===== config.mk =====
export PLATFORM = sky130hd
export DESIGN_NAME = vtx_reuse_cache
export DESIGN_NICKNAME = d
export VERILOG_FILES = /design/src/rtl/vtx_cache_pkg.sv /design/src/rtl/vtx_idx_addr.sv /design/src/rtl/vtx_tag_store.sv /design/src/rtl/vtx_seq_ctrl.sv /design/src/rtl/vtx_reuse_cache.sv
export SDC_FILE = /design/constraint.sdc
export NUM_CORES = 2
export LEC_CHECK = 0
export BUFFER_PORTS_ARGS = -buffer_cell sky130_fd_sc_hd__clkbuf_2
export CORE_ASPECT_RATIO = 0.7
export CORE_MARGIN = 3
export CORE_UTILIZATION = 40
export CTS_CLUSTER_DIAMETER = 200
export DETAILED_ROUTE_END_ITERATION = 8
export MAX_ROUTING_LAYER = met4
export SLEW_MARGIN = 15
export SYNTH_ARGS = -nofsm -noshare
export SYNTH_HDL_FRONTEND = slang
export SYNTH_SLANG_ARGS = --single-unit

===== constraint.sdc =====
create_clock -name clk -period 5.81 [get_ports clk]
set_clock_uncertainty 0.15 [all_clocks]
set_input_delay 0.2905 -clock clk [delete_from_list [all_inputs] [get_ports clk]]
set_output_delay 0.2905 -clock clk [all_outputs]
set_load 0.01 [all_outputs]

===== src/rtl/vtx_cache_pkg.sv =====
// Shared types for the vertex index reuse cache.
package vtx_cache_pkg;

    // Per-vertex sequencing states of the controller.
    typedef enum logic [2:0] {
        ST_IDLE   = 3'd0,
        ST_ISSUE  = 3'd1,
        ST_FREQ   = 3'd2,
        ST_FWAIT  = 3'd3,
        ST_LOOKUP = 3'd4,
        ST_PREQ   = 3'd5,
        ST_PWAIT  = 3'd6,
        ST_EMIT   = 3'd7
    } vc_state_e;

endpackage


===== src/rtl/vtx_idx_addr.sv =====
// Index address and id generation.
// Purely combinational. Forms the byte address of index entry idx, the
// sequential id offset+idx, and the id decoded from a fetched entry.
// Assumes VID_W >= 8; the 8-bit format uses the low byte only.
module vtx_idx_addr #(
    parameter int ADDR_W = 32,
    parameter int CNT_W  = 16,
    parameter int VID_W  = 16
) (
    input  logic [ADDR_W-1:0] base,
    input  logic [VID_W-1:0]  offset,
    input  logic [CNT_W-1:0]  idx,
    input  logic              wide,
    input  logic [VID_W-1:0]  raw,
    output logic [ADDR_W-1:0] addr,
    output logic [VID_W-1:0]  seq_vid,
    output logic [VID_W-1:0]  idx_vid
);
    localparam int NARROW_W = 8;

    logic [ADDR_W-1:0] step;

    // Byte address: one or two bytes per entry.
    always_comb begin
        step = ADDR_W'(idx);
        addr = base + (wide ? {step[ADDR_W-2:0], 1'b0} : step);
    end

    // Non-indexed id wraps modulo 2^VID_W.
    assign seq_vid = offset + VID_W'(idx);

    generate
        if (VID_W > NARROW_W) begin : g_ext
            // Narrow entries are zero-extended; the upper bits of raw are dropped.
            assign idx_vid = wide ? raw : {{(VID_W-NARROW_W){1'b0}}, raw[NARROW_W-1:0]};
        end else begin : g_flat
            assign idx_vid = raw;
        end
    endgenerate

endmodule


===== src/rtl/vtx_tag_store.sv =====
// Fully associative id/payload store with circular replacement.
// All tags are compared at once against look_vid; the all-ones id never
// matches. clear sets every tag to all-ones and the pointer to zero.
// ins_en writes at the pointer and advances it modulo ENTRIES.
// Assumes clear and ins_en are never high in the same cycle.
module vtx_tag_store #(
    parameter int ENTRIES = 32,
    parameter int VID_W   = 16,
    parameter int PAY_W   = 32,
    parameter int PTR_W   = 5
) (
    input  logic               clk,
    input  logic               rst_n,
    input  logic               clear,
    input  logic               ins_en,
    input  logic [VID_W-1:0]   ins_vid,
    input  logic [PAY_W-1:0]   ins_pay,
    input  logic [VID_W-1:0]   look_vid,
    output logic               hit,
    output logic [ENTRIES-1:0] hit_vec,
    output logic [PAY_W-1:0]   hit_pay,
    output logic [PTR_W-1:0]   ptr
);
    localparam logic [VID_W-1:0] ONES    = '1;
    localparam logic [PTR_W-1:0] PTR_TOP = PTR_W'(ENTRIES - 1);

    logic [VID_W-1:0] tag_q [ENTRIES];
    logic [PAY_W-1:0] pay_q [ENTRIES];
    logic             look_ok;

    assign look_ok = (look_vid != ONES);

    // Tag array: reset and per-draw clear to all-ones, write at pointer on insert.
    always_ff @(posedge clk) begin
        if (!rst_n || clear) begin
            for (int e = 0; e < ENTRIES; e++) tag_q[e] <= ONES;
        end else if (ins_en) begin
            tag_q[ptr] <= ins_vid;
        end
    end

    // Payload array: written alongside its tag, no reset needed.
    always_ff @(posedge clk) begin
        if (ins_en) pay_q[ptr] <= ins_pay;
    end

    // Insert pointer: circular over ENTRIES slots.
    always_ff @(posedge clk) begin
        if (!rst_n || clear) begin
            ptr <= '0;
        end else if (ins_en) begin
            ptr <= (ptr == PTR_TOP) ? '0 : ptr + 1'b1;
        end
    end

    // Parallel compare, one comparator per entry.
    generate
        for (genvar e = 0; e < ENTRIES; e++) begin : g_cmp
            assign hit_vec[e] = look_ok && (tag_q[e] == look_vid);
        end
    endgenerate

    // Payload select by OR of masked entries (tags are unique within a draw).
    always_comb begin
        hit_pay = '0;
        for (int e = 0; e < ENTRIES; e++) begin
            hit_pay = hit_pay | (pay_q[e] & {PAY_W{hit_vec[e]}});
        end
    end

    assign hit = |hit_vec;

endmodule


===== src/rtl/vtx_seq_ctrl.sv =====
// Draw sequencer.
// Accepts a draw command when idle, then handles one vertex at a time:
// obtain id, look up (indexed only), process on miss, emit one beat.
// All handshakes are valid/ready; requests hold until accepted.
// Assumes the fetch and process responders return exactly one response
// per accepted request, in order.
module vtx_seq_ctrl
    import vtx_cache_pkg::*;
#(
    parameter int ADDR_W = 32,
    parameter int CNT_W  = 16,
    parameter int VID_W  = 16,
    parameter int PAY_W  = 32
) (
    input  logic              clk,
    input  logic              rst_n,
    input  logic              start_valid,
    output logic              start_ready,
    input  logic [CNT_W-1:0]  start_count,
    input  logic [VID_W-1:0]  start_offset,
    input  logic              start_indexed,
    input  logic              start_wide,
    input  logic [ADDR_W-1:0] start_base,
    output logic              fetch_valid,
    input  logic              fetch_ready,
    input  logic              fetch_rsp_valid,
    input  logic [VID_W-1:0]  fetch_vid,
    output logic              proc_valid,
    input  logic              proc_ready,
    input  logic              proc_rsp_valid,
    input  logic [PAY_W-1:0]  proc_rsp_payload,
    output logic              out_valid,
    input  logic              out_ready,
    output logic [PAY_W-1:0]  out_payload,
    output logic              out_hit,
    output logic              out_last,
    output logic              bad_vid,
    output logic              draw_indexed,
    output logic              draw_wide,
    output logic [ADDR_W-1:0] draw_base,
    output logic [VID_W-1:0]  draw_offset,
    output logic [CNT_W-1:0]  draw_idx,
    input  logic [VID_W-1:0]  seq_vid,
    output logic [VID_W-1:0]  cur_vid,
    output logic              tag_clear,
    output logic              tag_ins,
    input  logic              tag_hit,
    input  logic [PAY_W-1:0]  tag_pay
);
    localparam logic [VID_W-1:0] ONES = '1;
    localparam logic [CNT_W-1:0] ONE  = CNT_W'(1);

    vc_state_e        state;
    logic [CNT_W-1:0] cnt_q;
    logic [PAY_W-1:0] pay_q;
    logic             hit_q;
    logic             cacheable_q;
    logic             bad_q;

    // Main sequencing FSM with per-vertex working registers.
    always_ff @(posedge clk) begin
        if (!rst_n) begin
            state        <= ST_IDLE;
            cnt_q        <= '0;
            draw_idx     <= '0;
            draw_indexed <= 1'b0;
            draw_wide    <= 1'b0;
            draw_base    <= '0;
            draw_offset  <= '0;
            cur_vid      <= '0;
            pay_q        <= '0;
            hit_q        <= 1'b0;
            cacheable_q  <= 1'b0;
            bad_q        <= 1'b0;
        end else begin
            bad_q <= 1'b0;
            case (state)
                ST_IDLE: begin
                    if (start_valid) begin
                        cnt_q        <= start_count;
                        draw_idx     <= '0;
                        draw_indexed <= start_indexed;
                        draw_wide    <= start_wide;
                        draw_base    <= start_base;
                        draw_offset  <= start_offset;
                        state        <= (start_count == '0) ? ST_IDLE : ST_ISSUE;
                    end
                end
                ST_ISSUE: begin
                    hit_q       <= 1'b0;
                    cacheable_q <= 1'b0;
                    if (draw_indexed) begin
                        state <= ST_FREQ;
                    end else begin
                        cur_vid <= seq_vid;
                        bad_q   <= (seq_vid == ONES);
                        state   <= ST_PREQ;
                    end
                end
                ST_FREQ: begin
                    if (fetch_ready) state <= ST_FWAIT;
                end
                ST_FWAIT: begin
                    if (fetch_rsp_valid) begin
                        cur_vid <= fetch_vid;
                        state   <= ST_LOOKUP;
                    end
                end
                ST_LOOKUP: begin
                    if (cur_vid == ONES) begin
                        bad_q <= 1'b1;
                        state <= ST_PREQ;
                    end else if (tag_hit) begin
                        pay_q <= tag_pay;
                        hit_q <= 1'b1;
                        state <= ST_EMIT;
                    end else begin
                        cacheable_q <= 1'b1;
                        state       <= ST_PREQ;
                    end
                end
                ST_PREQ: begin
                    if (proc_ready) state <= ST_PWAIT;
                end
                ST_PWAIT: begin
                    if (proc_rsp_valid) begin
                        pay_q <= proc_rsp_payload;
                        state <= ST_EMIT;
                    end
                end
                ST_EMIT: begin
                    if (out_ready) begin
                        if (out_last) begin
                            state <= ST_IDLE;
                        end else begin
                            draw_idx <= draw_idx + 1'b1;
                            state    <= ST_ISSUE;
                        end
                    end
                end
                default: state <= ST_IDLE;
            endcase
        end
    end

    // Handshake and store control decoded from state.
    assign start_ready = (state == ST_IDLE);
    assign tag_clear   = (state == ST_IDLE) && start_valid;
    assign fetch_valid = (state == ST_FREQ);
    assign proc_valid  = (state == ST_PREQ);
    assign tag_ins     = (state == ST_PWAIT) && proc_rsp_valid && cacheable_q;
    assign out_valid   = (state == ST_EMIT);
    assign out_payload = pay_q;
    assign out_hit     = hit_q;
    assign out_last    = (draw_idx == cnt_q - ONE);
    assign bad_vid     = bad_q;

endmodule


===== src/rtl/vtx_reuse_cache.sv =====
// Vertex index reuse cache, top level.
// Joins the id generator, the sequencer and the 32-entry store.
// Only indexed draws look up or fill the store; each draw starts clean.
module vtx_reuse_cache #(
    parameter int ENTRIES = 32,
    parameter int ADDR_W  = 32,
    parameter int CNT_W   = 16,
    parameter int VID_W   = 16,
    parameter int PAY_W   = 32
) (
    input  logic              clk,
    input  logic              rst_n,
    input  logic              start_valid,
    output logic              start_ready,
    input  logic [CNT_W-1:0]  start_count,
    input  logic [VID_W-1:0]  start_offset,
    input  logic              start_indexed,
    input  logic              start_wide,
    input  logic [ADDR_W-1:0] start_base,
    output logic              fetch_valid,
    input  logic              fetch_ready,
    output logic [ADDR_W-1:0] fetch_addr,
    output logic              fetch_wide,
    input  logic              fetch_rsp_valid,
    input  logic [VID_W-1:0]  fetch_rsp_data,
    output logic              proc_valid,
    input  logic              proc_ready,
    output logic [VID_W-1:0]  proc_vid,
    input  logic              proc_rsp_valid,
    input  logic [PAY_W-1:0]  proc_rsp_payload,
    output logic              out_valid,
    input  logic              out_ready,
    output logic [VID_W-1:0]  out_vid,
    output logic [PAY_W-1:0]  out_payload,
    output logic              out_hit,
    output logic              out_last,
    output logic              bad_vid
);
    localparam int PTR_W = (ENTRIES > 1) ? $clog2(ENTRIES) : 1;

    logic              draw_indexed;
    logic              draw_wide;
    logic [ADDR_W-1:0] draw_base;
    logic [VID_W-1:0]  draw_offset;
    logic [CNT_W-1:0]  draw_idx;
    logic [VID_W-1:0]  seq_vid;
    logic [VID_W-1:0]  idx_vid;
    logic [VID_W-1:0]  cur_vid;
    logic              tag_clear;
    logic              tag_ins;
    logic              tag_hit;
    logic [PAY_W-1:0]  tag_pay;
    logic [ENTRIES-1:0] hit_vec;
    logic [PTR_W-1:0]  ins_ptr;

    vtx_idx_addr #(
        .ADDR_W (ADDR_W),
        .CNT_W  (CNT_W),
        .VID_W  (VID_W)
    ) u_addr (
        .base    (draw_base),
        .offset  (draw_offset),
        .idx     (draw_idx),
        .wide    (draw_wide),
        .raw     (fetch_rsp_data),
        .addr    (fetch_addr),
        .seq_vid (seq_vid),
        .idx_vid (idx_vid)
    );

    vtx_seq_ctrl #(
        .ADDR_W (ADDR_W),
        .CNT_W  (CNT_W),
        .VID_W  (VID_W),
        .PAY_W  (PAY_W)
    ) u_ctrl (
        .clk              (clk),
        .rst_n            (rst_n),
        .start_valid      (start_valid),
        .start_ready      (start_ready),
        .start_count      (start_count),
        .start_offset     (start_offset),
        .start_indexed    (start_indexed),
        .start_wide       (start_wide),
        .start_base       (start_base),
        .fetch_valid      (fetch_valid),
        .fetch_ready      (fetch_ready),
        .fetch_rsp_valid  (fetch_rsp_valid),
        .fetch_vid        (idx_vid),
        .proc_valid       (proc_valid),
        .proc_ready       (proc_ready),
        .proc_rsp_valid   (proc_rsp_valid),
        .proc_rsp_payload (proc_rsp_payload),
        .out_valid        (out_valid),
        .out_ready        (out_ready),
        .out_payload      (out_payload),
        .out_hit          (out_hit),
        .out_last         (out_last),
        .bad_vid          (bad_vid),
        .draw_indexed     (draw_indexed),
        .draw_wide        (draw_wide),
        .draw_base        (draw_base),
        .draw_offset      (draw_offset),
        .draw_idx         (draw_idx),
        .seq_vid          (seq_vid),
        .cur_vid          (cur_vid),
        .tag_clear        (tag_clear),
        .tag_ins          (tag_ins),
        .tag_hit          (tag_hit),
        .tag_pay          (tag_pay)
    );

    vtx_tag_store #(
        .ENTRIES (ENTRIES),
        .VID_W   (VID_W),
        .PAY_W   (PAY_W),
        .PTR_W   (PTR_W)
    ) u_store (
        .clk      (clk),
        .rst_n    (rst_n),
        .clear    (tag_clear),
        .ins_en   (tag_ins),
        .ins_vid  (cur_vid),
        .ins_pay  (proc_rsp_payload),
        .look_vid (cur_vid),
        .hit      (tag_hit),
        .hit_vec  (hit_vec),
        .hit_pay  (tag_pay),
        .ptr      (ins_ptr)
    );

    // Request sideband follows the latched draw and current vertex.
    assign fetch_wide = draw_wide;
    assign proc_vid   = cur_vid;
    assign out_vid    = cur_vid;

endmodule


==> out/qor.csv <==
stage,metric,value,unit
synth,synthTopCellsByCount,"1536 x edfxtp_1, 520 x xnor2_1, 376 x a22oi_1",
route,firstDrtPassIters,8,
route,detail_route.wl_per_cell,29.01,µm
critical_path,critPathLaunchType,flop,
final_layout,fillCellCount,15089,
power,p_leak,24.66,nW
grt,antenna_found_initial,12,
flow_run,maxCapViolCount,0,
synth,yosysUniqueCellTypes,72,
power,power_density,360.6,mW/mm²
min_path,min_path_cells,1,
synth,synth_largest_area_cell,edfxtp_1,
clock_network,cts.clk_slew.worst_paths,70,ps
route,drc,0,
critical_path,worstPathRequired,5370,ps
grt,grt.total_usage,25.06,%
timing,relSlewSlack,14.62,%
power,peakVddDrop,366.6,µV
synth,synth_top_area_share,65.55,%
timing,rsz0062_at_grt,no,
power,power,29.30,mW
final_layout,area_growth_syn_to_layout,15.47,%
synth,syn_area,0.07037,mm²
synth,ys.flop_type,edfxtp_1,
synth,syn-num-nets,5142,
timing,max_freq,189.9,MHz
timing,layout_min_cycle_time,5266,ps
critical_path,cp.arrival,4830,ps
timing,setup_viol,0,
min_path,worstHoldPathType,input pin to flop,
final_layout,multi_input_area,0.02013,mm²
clock_network,cts_root_buf,clkbuf_16,
clock_network,cts.htree.levels,4,
clock_network,cts_tree,done,
status,outcome,completed,
synth,yosys_warnings,0,
die,die_h,356.9,µm
clock_network,cts_max_path_buffers,3,
timing,hold_viol_final,0,
clock_network,cts_setup_buffers,0,
die,die_w,507.3,µm
synth,ys_ff_latch,1677,
die,core_area,0.1744,mm²
grt,grt_max_degree,87,
final_layout,nets,5480,
timing,worst_slack,544.3,ps
die,die_area,0.1811,mm²
critical_path,cp_max_fo,20,
clock_network,insertion_delay,800,ps
synth,avgSynthCellArea,14.13,µm²
critical_path,reg2reg_depth,8,
synth,synth_cells,4979,
die,ioPinCount,226,
route,vias,45376,
timing,worst_slew_pin_slew,1281,ps
synth,yosysMostFrequentCell,edfxtp_1,
critical_path,path_class,flop to primary output,
placement,port_buffers,225,
critical_path,rrSetupSlack,1020,ps
route,drt_iter0_markers,6531,
clock_network,cts_buffers,159,
synth,synth_area_leaders,"edfxtp_1 66%, xnor2_1 6.5%, dfxtp_1 4.0%",
final_layout,final-seq-area,0.04901,mm²
clock_network,clock_sinks,1677,
critical_path,cp-end-kind,primary output,
grt,grt_pass1_vias,42914,
die,std_cell_rows,128,
final_layout,final_core_util,46.59,%
placement,post-place-ws,1202,ps
timing,maxSlewViolCount,0,
route,avgViaCountPerCell,5.827,
synth,async_flop_share,0,%
route,wirelength,225.9,mm
grt,grt_overflow,0,
route,antenna_left,0,
final_layout,drive_above_1_share,17.45,%
die,initial_core_util,40.35,%
grt,grt_pass1_wl,319.8,mm
placement,dp_hpwl,130.8,mm
timing,tns,0,ps
synth,yosysSeqAreaShare,69.56,%
synth,synth_edf_count,1536,
timing,finalCritPeriodShare,90.63,%
placement,gp_congestion,0.8692,
logic make-up after synthesis:
family | synth area share [%]
AO/OA/AOI/OAI | 8.227
XOR/XNOR | 7.232
adder cells (fa/ha/maj) | 0.7504
buffers and inverters | 2.493
flip-flops | 69.56
multiplexers | 0.3663
AND/OR/NAND/NOR | 11.37
through the flow:
stage                     cell area [µm²]  hold WS, ps  cells
after global placement              75060        301.1   7385
final                               81250        64.07   7787
after floorplan                     70370        239.4   4979
after detailed placement            75100        304.0   7386
after CTS                           81180        5.957   7775
after global routing                81250        45.45   7785
cells in the final DEF, fill, tap and decap left out, types with 21 or more instances in the layout:
master	instances
inv_1	34
and2_2	29
nand2b_1	349
o21ai_0	35
clkinv_2	21
nor3_1	37
dlygate4sd3_1	108
nand3_1	100
and3_1	23
ha_1	39
nand4_1	164
clkbuf_1	41
or3_1	24
clkinv_1	30
buf_12	21
xnor2_1	520
a21oi_1	138
a22oi_1	376
clkbuf_2	225
dfxtp_1	125
nor2_1	82
xor2_1	61
edfxtp_1	1536
nand2_1	285
buf_4	180
nor2_4	36
clkbuf_16	161
or2_2	179
a222oi_1	32
o21ai_1	32
a221oi_1	33
a22o_1	35
nor4_1	57
layout make-up:
type                    instances  area share, %
repair buffers                536          4.965
clock inverters                79         0.9994
well taps                    2340          3.603
clock buffers                 202          5.148
diodes                         10        0.03080
inverters                      36         0.1678
multi-input cells            2907          24.77
flip-flops and latches       1677          60.31
layer usage:
layer / up-vias / track usage (%) / wire length [µm]
li1: 19353 / - / -
met1: 22750 / 36.01 / 95750
met2: 2859 / 34.77 / 95200
met3: 414 / 7.021 / 28570
met4: 0 / 6.572 / 6351
met5: - / - / 0
flip-flops by register name, indices dropped and copies added (netlist names):
signal,flops
u_ctrl.state,3
u_ctrl.bad_vid,1
u_ctrl.out_hit,1
u_store.ptr,5
u_ctrl.draw_base,32
u_ctrl.cur_vid,16
u_ctrl.draw_wide,1
u_store.tag_q,512
u_ctrl.out_payload,32
u_ctrl.cnt_q,16
u_ctrl.draw_offset,16
u_ctrl.draw_idx,16
u_store.pay_q,1024
u_ctrl.draw_indexed,1
u_ctrl.cacheable_q,1
path summary, 6_finish.rpt:
path,from,end
setup / recovery,u_ctrl.draw_wide$_SDFFE_PN0P_,fetch_addr[29]
hold / removal,proc_rsp_payload[26],u_store.pay_q[29][26]$_DFFE_PP_
setup reg to reg,u_ctrl.cur_vid[0]$_SDFFE_PN0P_,u_ctrl.state[1]$_SDFFE_PN0P_
hold reg to reg,u_ctrl.draw_base[5]$_SDFFE_PN0P_,u_ctrl.draw_base[5]$_SDFFE_PN0P_
worst max-delay path, cell delays in order (launching register included):
cell and delay (ps):
dfxtp_1 520, buf_4 320, mux2_2 380, ha_1 220, or3_1 370, a31oi_1 280
o31ai_1 160, o41ai_1 520, o21bai_1 110, a21oi_1 610, nand2b_1 210, xnor2_1 140
clkbuf_2 170
timing repair:
action | 4_1_cts | 5_1_grt
resized for setup | 0 | 0
hold buffers | 108 | 0
endpoints found under the hold margin | 571 | 0
report_power, final:
part / switching, mW / total [mW] / internal, mW / leakage [nW]
Sequential: 0.319 / 13.8 / 13.5 / 14.0
Clock: 4.69 / 10.2 / 5.55 / 2.42
Combinational: 3.28 / 5.25 / 1.97 / 8.27
Total: 8.28 / 29.3 / 21.0 / 24.7
Power figures use the tool's default switching activity.
